[config.mk]
export PLATFORM = sky130hd
export DESIGN_NAME = usb_frame_timer
export DESIGN_NICKNAME = d
export VERILOG_FILES = /design/src/rtl/ft_pkg.sv /design/src/rtl/ft_startup.sv /design/src/rtl/ft_frame_ctr.sv /design/src/rtl/ft_number.sv /design/src/rtl/usb_frame_timer.sv
export SDC_FILE = /design/constraint.sdc
export NUM_CORES = 1
export LEC_CHECK = 0
export ABC_CLOCK_PERIOD_IN_PS = 3300
export BUFFER_PORTS_ARGS = -buffer_cell sky130_fd_sc_hd__buf_4
export CAP_MARGIN = 40
export CORE_ASPECT_RATIO = 0.5
export CORE_MARGIN = 5
export CORE_UTILIZATION = 56
export CTS_BUF_LIST = sky130_fd_sc_hd__clkbuf_4 sky130_fd_sc_hd__clkbuf_8 sky130_fd_sc_hd__clkbuf_16
export DETAILED_ROUTE_END_ITERATION = 10
export PLACE_DENSITY = 0.85
export SYNTH_ARGS = -nofsm -noshare
export SYNTH_HDL_FRONTEND = slang
export SYNTH_SLANG_ARGS = --single-unit
[constraint.sdc]
create_clock -name clk -period 3.3 [get_ports clk]
set_clock_uncertainty 0.15 [all_clocks]
set_input_delay 0.66 -clock clk [delete_from_list [all_inputs] [get_ports clk]]
set_output_delay 0.66 -clock clk [all_outputs]
set_load 0.05 [all_outputs]
[src/rtl/ft_pkg.sv]
package ft_pkg;

    typedef enum logic [1:0] {
        FT_IDLE = 2'd0,
        FT_WAIT = 2'd1,
        FT_RUN  = 2'd2
    } ft_state_e;

    typedef struct packed {
        logic sof;
        logic fno;
    } ft_event_t;

    function automatic logic msb_flipped(input logic old_msb, input logic new_msb);
        return old_msb ^ new_msb;
    endfunction

endpackage

[src/rtl/ft_startup.sv]
module ft_startup #(
    parameter int START_TICKS = 12000
) (
    input  logic clk,
    input  logic rst,
    input  logic run,
    input  logic bit_tick,
    output logic first_start,
    output logic running,
    output logic step_en
);
    import ft_pkg::*;

    localparam int CNT_W = (START_TICKS > 1) ? $clog2(START_TICKS) : 1;
    localparam logic [CNT_W-1:0] LAST = CNT_W'(START_TICKS - 1);

    ft_state_e        state;
    logic [CNT_W-1:0] dly;

    assign first_start = (state == FT_WAIT) && run && bit_tick && (dly == LAST);
    assign running     = (state == FT_RUN);
    assign step_en     = running && run;

    always_ff @(posedge clk) begin
        if (rst) begin
            state <= FT_IDLE;
            dly   <= '0;
        end else if (!run) begin
            state <= FT_IDLE;
            dly   <= '0;
        end else begin
            unique case (state)
                FT_IDLE: begin
                    state <= FT_WAIT;
                    dly   <= '0;
                end
                FT_WAIT: begin
                    if (bit_tick) begin
                        if (dly == LAST) state <= FT_RUN;
                        else             dly   <= dly + 1'b1;
                    end
                end
                default: state <= FT_RUN;
            endcase
        end
    end

    // a low run enable always returns the sequencer to idle
    p_idle_when_off_r12: assert property (@(posedge clk) disable iff (rst)
        !run |=> (state == FT_IDLE));

    // the running state is entered only through a counted start
    p_enter_run_r2: assert property (@(posedge clk) disable iff (rst)
        (!running && !first_start) |=> !running);

endmodule

[src/rtl/ft_frame_ctr.sv]
module ft_frame_ctr #(
    parameter int REM_W = 14,
    parameter int PKT_W = 15
) (
    input  logic             clk,
    input  logic             rst,
    input  logic             bit_tick,
    input  logic             step_en,
    input  logic             first_start,
    input  logic [REM_W-1:0] cfg_interval,
    input  logic             cfg_toggle,
    input  logic [PKT_W-1:0] cfg_maxpkt,
    output logic [REM_W-1:0] remain,
    output logic             remain_toggle,
    output logic [PKT_W-1:0] pkt_budget,
    output logic             frame_start
);

    logic expired;

    assign expired     = step_en && bit_tick && (remain == '0);
    assign frame_start = first_start || expired;

    always_ff @(posedge clk) begin
        if (rst) begin
            remain        <= '0;
            remain_toggle <= 1'b0;
            pkt_budget    <= '0;
        end else if (frame_start) begin
            remain        <= cfg_interval;
            remain_toggle <= cfg_toggle;
            pkt_budget    <= cfg_maxpkt;
        end else if (step_en && bit_tick) begin
            remain        <= remain - 1'b1;
        end
    end

    // one step down per bit time while running
    p_step_down_r3: assert property (@(posedge clk) disable iff (rst)
        (step_en && bit_tick && remain != '0) |=> (remain == $past(remain) - 1'b1));

    // no bit time, no movement
    p_hold_r3: assert property (@(posedge clk) disable iff (rst)
        !bit_tick |=> $stable(remain));

    // packet budget changes only at a frame start
    p_pkt_hold_r9: assert property (@(posedge clk) disable iff (rst)
        !frame_start |=> $stable(pkt_budget));

endmodule

[src/rtl/ft_number.sv]
module ft_number #(
    parameter int FN_W = 16
) (
    input  logic            clk,
    input  logic            rst,
    input  logic            frame_start,
    output logic [FN_W-1:0] frame_num,
    output ft_pkg::ft_event_t evt
);
    import ft_pkg::*;

    logic [FN_W-1:0] num_next;

    assign num_next = frame_num + 1'b1;

    always_ff @(posedge clk) begin
        if (rst) begin
            frame_num <= '0;
            evt       <= '0;
        end else begin
            evt.sof <= frame_start;
            evt.fno <= frame_start && msb_flipped(frame_num[FN_W-1], num_next[FN_W-1]);
            if (frame_start) frame_num <= num_next;
        end
    end

    // the number advances by one on each frame start
    p_count_up_r6: assert property (@(posedge clk) disable iff (rst)
        frame_start |=> (frame_num == $past(frame_num) + 1'b1));

    // an overflow pulse never appears without a start-of-frame pulse
    p_fno_with_sof_r8: assert property (@(posedge clk) disable iff (rst)
        evt.fno |-> evt.sof);

endmodule

[src/rtl/usb_frame_timer.sv]
module usb_frame_timer #(
    parameter int REM_W       = 14,
    parameter int FN_W        = 16,
    parameter int PKT_W       = 15,
    parameter int LS_W        = 12,
    parameter int START_TICKS = 12000
) (
    input  logic             clk,
    input  logic             rst,
    input  logic             bit_tick,
    input  logic             run,
    input  logic [REM_W-1:0] cfg_interval,
    input  logic             cfg_toggle,
    input  logic [PKT_W-1:0] cfg_maxpkt,
    input  logic [REM_W-1:0] cfg_pstart,
    input  logic [LS_W-1:0]  cfg_ls_thr,
    output logic [REM_W-1:0] remain,
    output logic             remain_toggle,
    output logic [FN_W-1:0]  frame_num,
    output logic [PKT_W-1:0] pkt_budget,
    output logic             sof_pulse,
    output logic             fno_pulse,
    output logic             periodic_ok,
    output logic             ls_ok
);
    import ft_pkg::*;

    logic      first_start;
    logic      running;
    logic      step_en;
    logic      frame_start;
    ft_event_t evt;

    ft_startup #(.START_TICKS(START_TICKS)) u_startup (
        .clk         (clk),
        .rst         (rst),
        .run         (run),
        .bit_tick    (bit_tick),
        .first_start (first_start),
        .running     (running),
        .step_en     (step_en)
    );

    ft_frame_ctr #(.REM_W(REM_W), .PKT_W(PKT_W)) u_frame (
        .clk           (clk),
        .rst           (rst),
        .bit_tick      (bit_tick),
        .step_en       (step_en),
        .first_start   (first_start),
        .cfg_interval  (cfg_interval),
        .cfg_toggle    (cfg_toggle),
        .cfg_maxpkt    (cfg_maxpkt),
        .remain        (remain),
        .remain_toggle (remain_toggle),
        .pkt_budget    (pkt_budget),
        .frame_start   (frame_start)
    );

    ft_number #(.FN_W(FN_W)) u_number (
        .clk         (clk),
        .rst         (rst),
        .frame_start (frame_start),
        .frame_num   (frame_num),
        .evt         (evt)
    );

    assign sof_pulse   = evt.sof;
    assign fno_pulse   = evt.fno;

    generate
        if (LS_W < REM_W) begin : g_ls_ext
            assign ls_ok = running && (remain >= {{(REM_W-LS_W){1'b0}}, cfg_ls_thr});
        end else begin : g_ls_trunc
            assign ls_ok = running && ({{(LS_W-REM_W){1'b0}}, remain} >= cfg_ls_thr);
        end
    endgenerate

    assign periodic_ok = running && (remain <= cfg_pstart);

    // a start-of-frame pulse shows the freshly loaded interval
    p_sof_reload_r4: assert property (@(posedge clk) disable iff (rst)
        sof_pulse |-> (remain == $past(cfg_interval)));

    // the toggle follows the software bit at each frame start
    p_toggle_copy_r5: assert property (@(posedge clk) disable iff (rst)
        sof_pulse |-> (remain_toggle == $past(cfg_toggle)));

    // with run low the frame number does not move
    p_frozen_r12: assert property (@(posedge clk) disable iff (rst)
        !run |=> $stable(frame_num));

endmodule

==> impl_metrics.csv, run 1 <==
group,metric,value,unit
drt,drt_iter0_drc,204,
critical_path,path_max_fanout,2,
clock_tree,h-tree-depth,3,
synthesis,ys_seq_area_share,33.9,%
grt,track_usage,22.3,%
drt,vias,3661,
power,combPwrFrac,5.6,%
synthesis,ys_warn_count,0,
synthesis,synthCells,459,
drt,post-route-drc-count,0,
clock_tree,numCtsBuffers,9,
die,die_area,8590,um^2
grt,antenna_found_initial,0,
drt,firstDrtPassIters,5,
critical_path,crit_start,"cfg_pstart[7]",
power,power.density,379,nW/um^2
clock_tree,worst_setup_hold_path_clk_slew,0.05,ns
clock_tree,cts_resized,0,
drt,routedWlPerCell,14.6,um
synthesis,ys_async_sr_fraction,0,%
critical_path,endpoint,"periodic_ok",
sta,final-hold-violation-count,0,
clock_tree,postCtsSetupRepairBufs,0,
die,die_x,126,um
outcome,outcome,"completed",
flow_run,maxCapViolations,0,
power,p_int,0.00152,W
cells_and_area,drive_above_1_share,27.3,%
sta,final.setup.tns,0,ns
critical_path,r2r_start,"u_startup.state[1]$_SDFFE_PP0P_",
sta,fin_crit_sh,96.3,%
sta,hold_slack,0.298,ns
synthesis,synth_flop_cell,"dfxtp_1",
clock_tree,clkLatencyLatePin,0.33,ns
clock_tree,cts_tree,"done",
grt,grt_pass1_wl,15500,um
synthesis,synth_edf_count,0,
place,io_buffers,109,
drt,ant_nets,0,
critical_path,ff2ff_path_depth,5,
synthesis,synth_area,3780,um^2
critical_path,r2r_slack,0.69,ns
synthesis,avgSynthCellArea,8.24,um^2
synthesis,syn_nets,549,
cells_and_area,antenna_cells,0,
place,placed_area,4690,um^2
die,core_area,6620,um^2
critical_path,r2r-end,"u_number.frame_num[13]$_SDFFE_PP0P_",
power,p_leak,2.16,nW
power,p_sw_share,19.9,%
cells_and_area,area_growth,33.0,%
cells_and_area,final_cell_mix,"buf_4 (117), nand2_1 (64), dfxtp_1 (63), nor2_1 (43), a21oi_1 (33)",
drt,vias_per_cell,5.52,
critical_path,worstPathRequired,2.49,ns
critical_path,critical_path_class,"input pin to output pin",
die,dieHeight,68.1,um
power,seqPwrFrac,40.9,%
die,start_util,57.1,%
sta,finalMaxSlewViolations,0,
cells_and_area,nets,656,
grt,grt_max_degree,64,
critical_path,cp-end-kind,"output pin",
die,ios,110,
min_path,hold_class,"flip-flop to flip-flop",
grt,grt-ovfl-total,0,
sta,tightest_slew,0.689,ns
clock_tree,cts_root_buf,"clkbuf_16",
grt,first_global_vias,3243,
place,place.gp.congestion,0.831,
clock_tree,cts_sinks,64,
cells_and_area,final_common_cell,"buf_4",
sta,fmax,315,MHz
synthesis,yosysTopAreaCell,"dfxtp_1",
synthesis,yosysUniqueCellTypes,51,
clock_tree,postCtsHoldBufs,0,
synthesis,ys_ff_latch,64,
synthesis,synth_top_area_share,33.9,%
sta,fin_crit,3.18,ns
critical_path,crit_path_start_kind,"input pin",
critical_path,cp.arrival,2.37,ns
power,ir_drop,0.000317,V
drt,routed_wl,9650,um
sta,setup_viol,0,
synthesis,synth_area_leaders,"dfxtp_1 (34%), ha_1 (9.9%), nand2_1 (6.4%), a21oi_1 (4.4%), nor2_1 (4.3%)",
clock_tree,clockBufferDepth,2,
die,num_rows,21,
sta,rsz0062_at_grt,"no",
sta,max-slew-margin-rel,54.0,%
sta,fin_ws,0.121,ns
cells_and_area,fin_area,5030,um^2
place,dp_hpwl,7040,um
power,p_sw,0.000379,W
place,pre_cts_slack,0.108,ns
power,clock_power_share,53.5,%
-- metrics by stage --
stage | total power [W] | cells | util (%)
floorplan | 0.000836 | 459 | -
global placement | 0.000897 | 647 | 70.8
detailed placement | 0.000900 | 647 | 70.8
CTS | 0.00192 | 663 | 75.8
global route | 0.00197 | 663 | 75.9
finish | 0.00190 | 663 | 75.9
-- cell families after synthesis --
group	share of synthesized area, %
xor+xnor	5.10
flops	33.9
compound gates	14.8
simple gates	27.7
buf+inv	5.59
fa+ha+maj	9.93
mux	2.98
-- worst max-delay path, stage by stage --
cell and delay, ns:
buf_4 0.08, inv_1 0.03, ha_1 0.30, a21o_1 0.18, a221o_1 0.32, a221oi_1 0.27
a21oi_1 0.16, nor3b_4 0.19, buf_6 0.18
-- routing by layer --
layer	global-route usage (%)	wire, um
met1	28.9	4440
met2	37.0	4500
met4	7.22	140
met5	0	0
met3	6.16	568
-- worst min-delay path by stage --
stage                                                   start  cells after the start                                  end  slack [ns]
after floorplan                u_startup.dly[12]$_SDFFE_PP0P_                      2       u_startup.dly[12]$_SDFFE_PP0P_        0.33
after global placement    u_frame.pkt_budget[13]$_SDFFE_PP0P_                      2  u_frame.pkt_budget[13]$_SDFFE_PP0P_        0.29
after detailed placement   u_frame.pkt_budget[2]$_SDFFE_PP0P_                      2   u_frame.pkt_budget[2]$_SDFFE_PP0P_        0.30
after CTS                  u_frame.pkt_budget[9]$_SDFFE_PP0P_                      2   u_frame.pkt_budget[9]$_SDFFE_PP0P_        0.30
after global routing       u_frame.pkt_budget[0]$_SDFFE_PP0P_                      2   u_frame.pkt_budget[0]$_SDFFE_PP0P_        0.32
final                      u_frame.pkt_budget[3]$_SDFFE_PP0P_                      2   u_frame.pkt_budget[3]$_SDFFE_PP0P_        0.30
-- state kept, by name, indices dropped and copies added, names as in the netlist --
signal,cells
u_number.evt,2
u_frame.remain_toggle,1
u_startup.dly,14
u_startup.state,2
u_frame.pkt_budget,15
u_number.frame_num,16
u_frame.remain,14
-- Yosys cell counts, types with 10 or more instances --
| cell type | instances |
|---|---|
| dfxtp_1 | 64 |
| nand2_1 | 64 |
| nor2_1 | 43 |
| a21oi_1 | 33 |
| ha_1 | 30 |
| inv_1 | 29 |
| nor2b_1 | 16 |
| xnor2_1 | 14 |
| nand3_1 | 13 |
| a211oi_1 | 12 |
| clkbuf_1 | 11 |
| nand4_1 | 11 |
| mux2_2 | 10 |
-- cell type report --
cell class,instances,area [um^2]
inverters,29,109
repair buffers,118,890
multi-input cells,344,2300
clock buffers,11,246
clock inverters,5,80.1
flip-flops and latches,64,1280
fillers,521,1600
well taps,92,115
-- power by group through the flow --
stage | registers (W) | logic [W] | clock network (W)
after floorplan | 0.000791 | 0.0000451 | 0
after global placement | 0.000794 | 0.000103 | 0
after detailed placement | 0.000794 | 0.000106 | 0
after CTS | 0.000777 | 0.000107 | 0.00103
after global routing | 0.000777 | 0.000118 | 0.00107
final | 0.000778 | 0.000107 | 0.00102
Power figures use the tool's default switching activity.
==> run 2: changes to the inputs <==
--- a/config.mk
+++ b/config.mk
@@ -9,11 +9,11 @@
 export BUFFER_PORTS_ARGS = -buffer_cell sky130_fd_sc_hd__buf_4
 export CAP_MARGIN = 40
 export CORE_ASPECT_RATIO = 0.5
-export CORE_MARGIN = 5
 export CORE_UTILIZATION = 56
 export CTS_BUF_LIST = sky130_fd_sc_hd__clkbuf_4 sky130_fd_sc_hd__clkbuf_8 sky130_fd_sc_hd__clkbuf_16
 export DETAILED_ROUTE_END_ITERATION = 10
-export PLACE_DENSITY = 0.85
+export PLACE_DENSITY_LB_ADDON = 0.12
+export SKIP_LAST_GASP = 1
 export SYNTH_ARGS = -nofsm -noshare
 export SYNTH_HDL_FRONTEND = slang
 export SYNTH_SLANG_ARGS = --single-unit
==> impl_metrics.csv, run 2 (synthesized netlist as in run 1, its figures left out) <==
group,metric,value,unit
clock_tree,cts_tree,"done",
place,io_buffers,109,
critical_path,ff2ff_path_depth,6,
sta,final.setup.tns,0,ns
critical_path,crit_start,"u_frame.remain[0]$_SDFFE_PP0P_",
critical_path,r2r_slack,0.78,ns
clock_tree,cts_root_buf,"clkbuf_16",
power,p_int,0.00146,W
die,start_util,60.2,%
grt,antenna_found_initial,0,
min_path,holdPathEnd,"u_frame.remain_toggle$_SDFFE_PP0P_",
grt,track_usage,27.3,%
clock_tree,postCtsHoldBufs,0,
power,clock_power_share,52.1,%
grt,grt-ovfl-total,0,
place,place.gp.congestion,0.880,
power,finalPower,0.00185,W
critical_path,critical_path_class,"flip-flop to output pin",
critical_path,cp.arrival,2.38,ns
min_path,hold_class,"flip-flop to flip-flop",
sta,fin_crit,3.19,ns
critical_path,crit_family,"compound AO/OA/AOI/OAI gates",
critical_path,r2r_start,"u_startup.state[0]$_SDFFE_PP0P_",
grt,grt_max_degree,64,
clock_tree,worst_setup_hold_path_clk_slew,0.05,ns
place,placed_area,4690,um^2
place,pre_cts_slack,0.116,ns
cells_and_area,area_growth,32.6,%
sta,fin_ws,0.108,ns
clock_tree,numCtsBuffers,9,
place,dp_hpwl,6720,um
grt,grt_pass1_wl,15100,um
drt,post-route-drc-count,0,
sta,finalMaxSlewViolations,0,
outcome,outcome,"completed",
drt,vias,3626,
die,die_x,118,um
critical_path,crit_path_start_kind,"flip-flop",
drt,routed_wl,9520,um
sta,rsz0062_at_grt,"no",
die,core_area,6280,um^2
clock_tree,postCtsSetupRepairBufs,0,
critical_path,r2r-end,"u_frame.remain[11]$_SDFFE_PP0P_",
min_path,hp-start,"u_frame.remain_toggle$_SDFFE_PP0P_",
cells_and_area,final_common_cell,"buf_4",
clock_tree,clockBufferDepth,2,
sta,setup_viol,0,
sta,max-slew-margin-rel,58.1,%
cells_and_area,regMostFlops,"u_number.frame_num",
cells_and_area,largest_reg_flops,16,
flow_run,maxCapViolations,0,
sta,final-hold-violation-count,0,
grt,first_global_vias,3326,
drt,drt_iter0_drc,217,
cells_and_area,drive_above_1_share,27.8,%
die,dieHeight,60.1,um
power,ir_drop,0.000373,V
power,p_sw,0.000388,W
cells_and_area,reg_top3,"u_number.frame_num (16), u_frame.pkt_budget (15)",
power,p_leak,2.16,nW
power,combPwrFrac,5.8,%
cells_and_area,fin_area,5010,um^2
cells_and_area,antenna_cells,0,
critical_path,path_cells,"inv_1, ha_1, nand2b_1, a21oi_1, nor3_1, o31ai_1, a31oi_1, buf_4",
drt,ant_nets,0,
critical_path,path_max_fanout,8,
drt,vias_per_cell,5.49,
critical_path,slowest_stage,"dfxtp_1",
clock_tree,h-tree-depth,3,
power,p_sw_share,21.0,%
critical_path,worstPathRequired,2.49,ns
die,die_area,7100,um^2
critical_path,cp-end-kind,"output pin",
cells_and_area,nets,657,
clock_tree,clkLatencyLatePin,0.33,ns
critical_path,slowest_delay,0.51,ns
sta,tightest_slew,0.627,ns
critical_path,crit_buf_inv,2,
min_path,holdPathStages,2,
clock_tree,cts_sinks,64,
die,num_rows,20,
sta,fin_crit_sh,96.7,%
power,seqPwrFrac,42.1,%
drt,routedWlPerCell,14.4,um
cells_and_area,final_cell_mix,"buf_4 (119), nand2_1 (64), dfxtp_1 (62), nor2_1 (43), a21oi_1 (32)",
drt,firstDrtPassIters,5,
power,power.density,368,nW/um^2
sta,fmax,313,MHz
die,ios,110,
-- run 2: cell count changes in the layout (fill, tap and decap cells not counted), sizes merged --
| cell | before | now |
|---|---|---|
| bufinv | 2 | 1 |
| buf | 118 | 119 |
| clkinv | 1 | 2 |
-- run 2: how the worst max path moves through the flow --
stage / cells after the start / end
after floorplan: 7 / ls_ok
after global placement: 9 / periodic_ok
after detailed placement: 9 / periodic_ok
after CTS: 7 / periodic_ok
after global routing: 9 / periodic_ok
final: 8 / ls_ok
-- run 2: stage by stage --
stage	instances	hold WS [ns]	util, %
6_report	660	0.301	79.8
5_1_grt	660	0.311	79.8
4_1_cts	660	0.300	79.6
3_5_place_dp	644	0.295	74.7
3_3_place_gp	644	0.290	74.7
2_1_floorplan	459	0.331	-
-- run 2: metal layers --
metal  up-vias  part of all wire [%]  track usage, %
li1       1847                     -               -
met1      1662                    47            33.7
met2       100                    45            45.4
met3        17                   6.3            8.87
met4         0                   1.5            10.4
met5         -                     0               0
-- run 2: final cells by class --
| class | instances | area [um^2] |
|---|---|---|
| repair buffers | 119 | 893 |
| clock buffers | 11 | 253 |
| clock inverters | 5 | 55.1 |
| multi-input cells | 344 | 2310 |
| well taps | 88 | 110 |
| flip-flops and latches | 64 | 1280 |
| fillers | 469 | 1270 |
| inverters | 29 | 109 |
-- run 2: tightest hold or removal path: stages, from the launching register on --
cell and delay [ns]:
dfxtp_1 0.30, nand2_1 0.05, a21oi_1 0.05
-- run 2: what timing repair did --
item / in CTS / in global routing
resized for setup: 0 / 4
endpoints found under the hold margin: 0 / 0
setup endpoints to repair: 0 / 1
-- run 2: power by group through the flow --
| stage | combinational, W | clock, W | sequential [W] |
|---|---|---|---|
| finish | 0.000107 | 0.000962 | 0.000778 |
| CTS | 0.000107 | 0.000975 | 0.000777 |
| global route | 0.000119 | 0.00101 | 0.000777 |
| detailed placement | 0.000106 | 0 | 0.000794 |
| floorplan | 0.0000451 | 0 | 0.000791 |
| global placement | 0.000103 | 0 | 0.000794 |
==> run 3: changes to the inputs <==
--- a/config.mk
+++ b/config.mk
@@ -9,6 +9,7 @@
 export BUFFER_PORTS_ARGS = -buffer_cell sky130_fd_sc_hd__buf_4
 export CAP_MARGIN = 40
 export CORE_ASPECT_RATIO = 0.5
+export CORE_MARGIN = 4
 export CORE_UTILIZATION = 56
 export CTS_BUF_LIST = sky130_fd_sc_hd__clkbuf_4 sky130_fd_sc_hd__clkbuf_8 sky130_fd_sc_hd__clkbuf_16
 export DETAILED_ROUTE_END_ITERATION = 10
==> impl_metrics.csv, run 3 (synthesized netlist as in run 1, its figures left out) <==
group,metric,value,unit
power,p_sw,0.000372,W
critical_path,r2r_start,"u_startup.dly[0]$_SDFFE_PP0P_",
power,p_sw_share,20.5,%
clock_tree,worst_setup_hold_path_clk_slew,0.05,ns
clock_tree,cts_sinks,64,
cells_and_area,nets,656,
cells_and_area,regMostFlops,"u_number.frame_num",
power,power.density,363,nW/um^2
cells_and_area,final_common_cell,"buf_4",
die,dieHeight,66.1,um
clock_tree,clockBufferDepth,2,
sta,fin_crit,3.22,ns
die,ios,110,
critical_path,crit_start,"u_frame.remain[8]$_SDFFE_PP0P_",
grt,antenna_found_initial,0,
clock_tree,postCtsSetupRepairBufs,0,
drt,routed_wl,9760,um
critical_path,path_max_fanout,7,
power,p_leak,2.16,nW
place,placed_area,4680,um^2
clock_tree,h-tree-depth,3,
power,combPwrFrac,6.2,%
cells_and_area,antenna_cells,0,
cells_and_area,fin_util,79.1,%
drt,routedWlPerCell,14.8,um
sta,max-slew-margin-rel,45.4,%
sta,finalMaxSlewViolations,0,
sta,fmax,311,MHz
sta,fin_crit_sh,97.4,%
critical_path,crit_path_start_kind,"flip-flop",
sta,tightest_slew,0.818,ns
drt,firstDrtPassIters,5,
die,start_util,59.9,%
die,die_area,8210,um^2
grt,first_global_vias,3292,
drt,vias,3666,
grt,track_usage,23.5,%
drt,ant_nets,0,
cells_and_area,area_growth,32.0,%
grt,grt-ovfl-total,0,
clock_tree,cts_tree,"done",
critical_path,critical_path_class,"flip-flop to output pin",
min_path,hp-start,"u_frame.pkt_budget[8]$_SDFFE_PP0P_",
clock_tree,clkLatencyLatePin,0.34,ns
power,ir_drop,0.000364,V
drt,post-route-drc-count,0,
clock_tree,numCtsBuffers,9,
cells_and_area,fin_area,4990,um^2
critical_path,cp.arrival,2.41,ns
sta,rsz0062_at_grt,"yes",
sta,setup_viol,0,
clock_tree,cts_root_buf,"clkbuf_16",
drt,vias_per_cell,5.56,
critical_path,worstPathRequired,2.49,ns
grt,grt_max_degree,64,
cells_and_area,nFillCells,474,
power,p_int,0.00144,W
grt,grt_pass1_wl,15200,um
die,die_x,124,um
cells_and_area,largest_reg_flops,16,
cells_and_area,final_cell_mix,"buf_4 (118), nand2_1 (64), dfxtp_1 (63), nor2_1 (43), a21oi_1 (33)",
sta,final-hold-violation-count,0,
place,io_buffers,109,
power,seqPwrFrac,42.7,%
min_path,hold_class,"flip-flop to flip-flop",
power,clock_power_share,51.1,%
die,core_area,6310,um^2
die,num_rows,20,
cells_and_area,drive_above_1_share,27.5,%
flow_run,maxCapViolations,0,
cells_and_area,reg_top3,"u_number.frame_num (16), u_frame.pkt_budget (15)",
outcome,outcome,"completed",
cells_and_area,ff_latch_area,1280,um^2
cells_and_area,multi_input_area,2310,um^2
place,dp_hpwl,7140,um
place,place.gp.congestion,0.817,
critical_path,cp-end-kind,"output pin",
drt,drt_iter0_drc,183,
## run 3: changes by cell type in the layout (fill, tap and decap cells not counted), sizes merged
cell      before  now
clkinvlp       2    0
buf          119  118
clkbuf        11   12
clkinv         2    3
## run 3: power groups by stage
| stage | registers (W) | logic [W] | clock network [W] |
|---|---|---|---|
| global route | 0.000774 | 0.000125 | 0.000971 |
| floorplan | 0.000791 | 0.0000451 | 0 |
| CTS | 0.000775 | 0.000111 | 0.000938 |
| detailed placement | 0.000791 | 0.000109 | 0 |
| global placement | 0.000791 | 0.000107 | 0 |
| finish | 0.000775 | 0.000112 | 0.000926 |
## run 3: timing repair
action,4_1_cts,5_1_grt
endpoints found under the setup margin,0,2
hold buffers,0,0
resized for setup,0,3
endpoints found under the hold margin,0,0
## run 3: metal layers
metal | vias to the layer above | routed length [um] | global-route usage, %
li1 | 1841 | - | -
met4 | 0 | 76 | 4.91
met2 | 113 | 4430 | 38.3
met1 | 1704 | 4500 | 30.9
met5 | - | 0 | 0
met3 | 8 | 753 | 7.18
## run 3: through the flow
| step | power [W] | hold slack (ns) | std cells | TNS [ns] | setup WS (ns) |
|---|---|---|---|---|---|
| 3_3_place_gp | 0.000898 | 0.290 | 643 | 0 | 0.135 |
| 6_report | 0.00181 | 0.300 | 659 | 0 | 0.0844 |
| 2_1_floorplan | 0.000836 | 0.331 | 459 | 0 | 0.0297 |
| 4_1_cts | 0.00182 | 0.304 | 659 | 0 | 0.0461 |
| 3_5_place_dp | 0.000900 | 0.298 | 643 | 0 | 0.0929 |
| 5_1_grt | 0.00187 | 0.317 | 659 | -0.0441 | -0.0441 |
## run 3: layout make-up
type                       instances  area share, %
inverter                          29           2.18
multi-input combinational        344           46.3
clock buffer                      12           4.96
sequential                        64           25.7
timing repair buffer             118           17.8
clock inverter                     4          0.903
tap                               88           2.21
## run 3: worst max-delay path, stage by stage, from the launching register on
cell	delay, ns
dfxtp_1	0.51
ha_1	0.31
and2_1	0.16
a221o_1	0.31
a221oi_2	0.23
a21oi_1	0.15
nor3b_4	0.18
buf_4	0.22
## run 3: worst paths after layout
path                                        end  slack (ns)  cells past startpoint
max                                 periodic_ok        0.08                      7
min          u_frame.pkt_budget[8]$_SDFFE_PP0P_        0.30                      2
max reg2reg  u_number.frame_num[6]$_SDFFE_PP0P_        0.65                      6
min reg2reg  u_frame.pkt_budget[8]$_SDFFE_PP0P_        0.30                      2
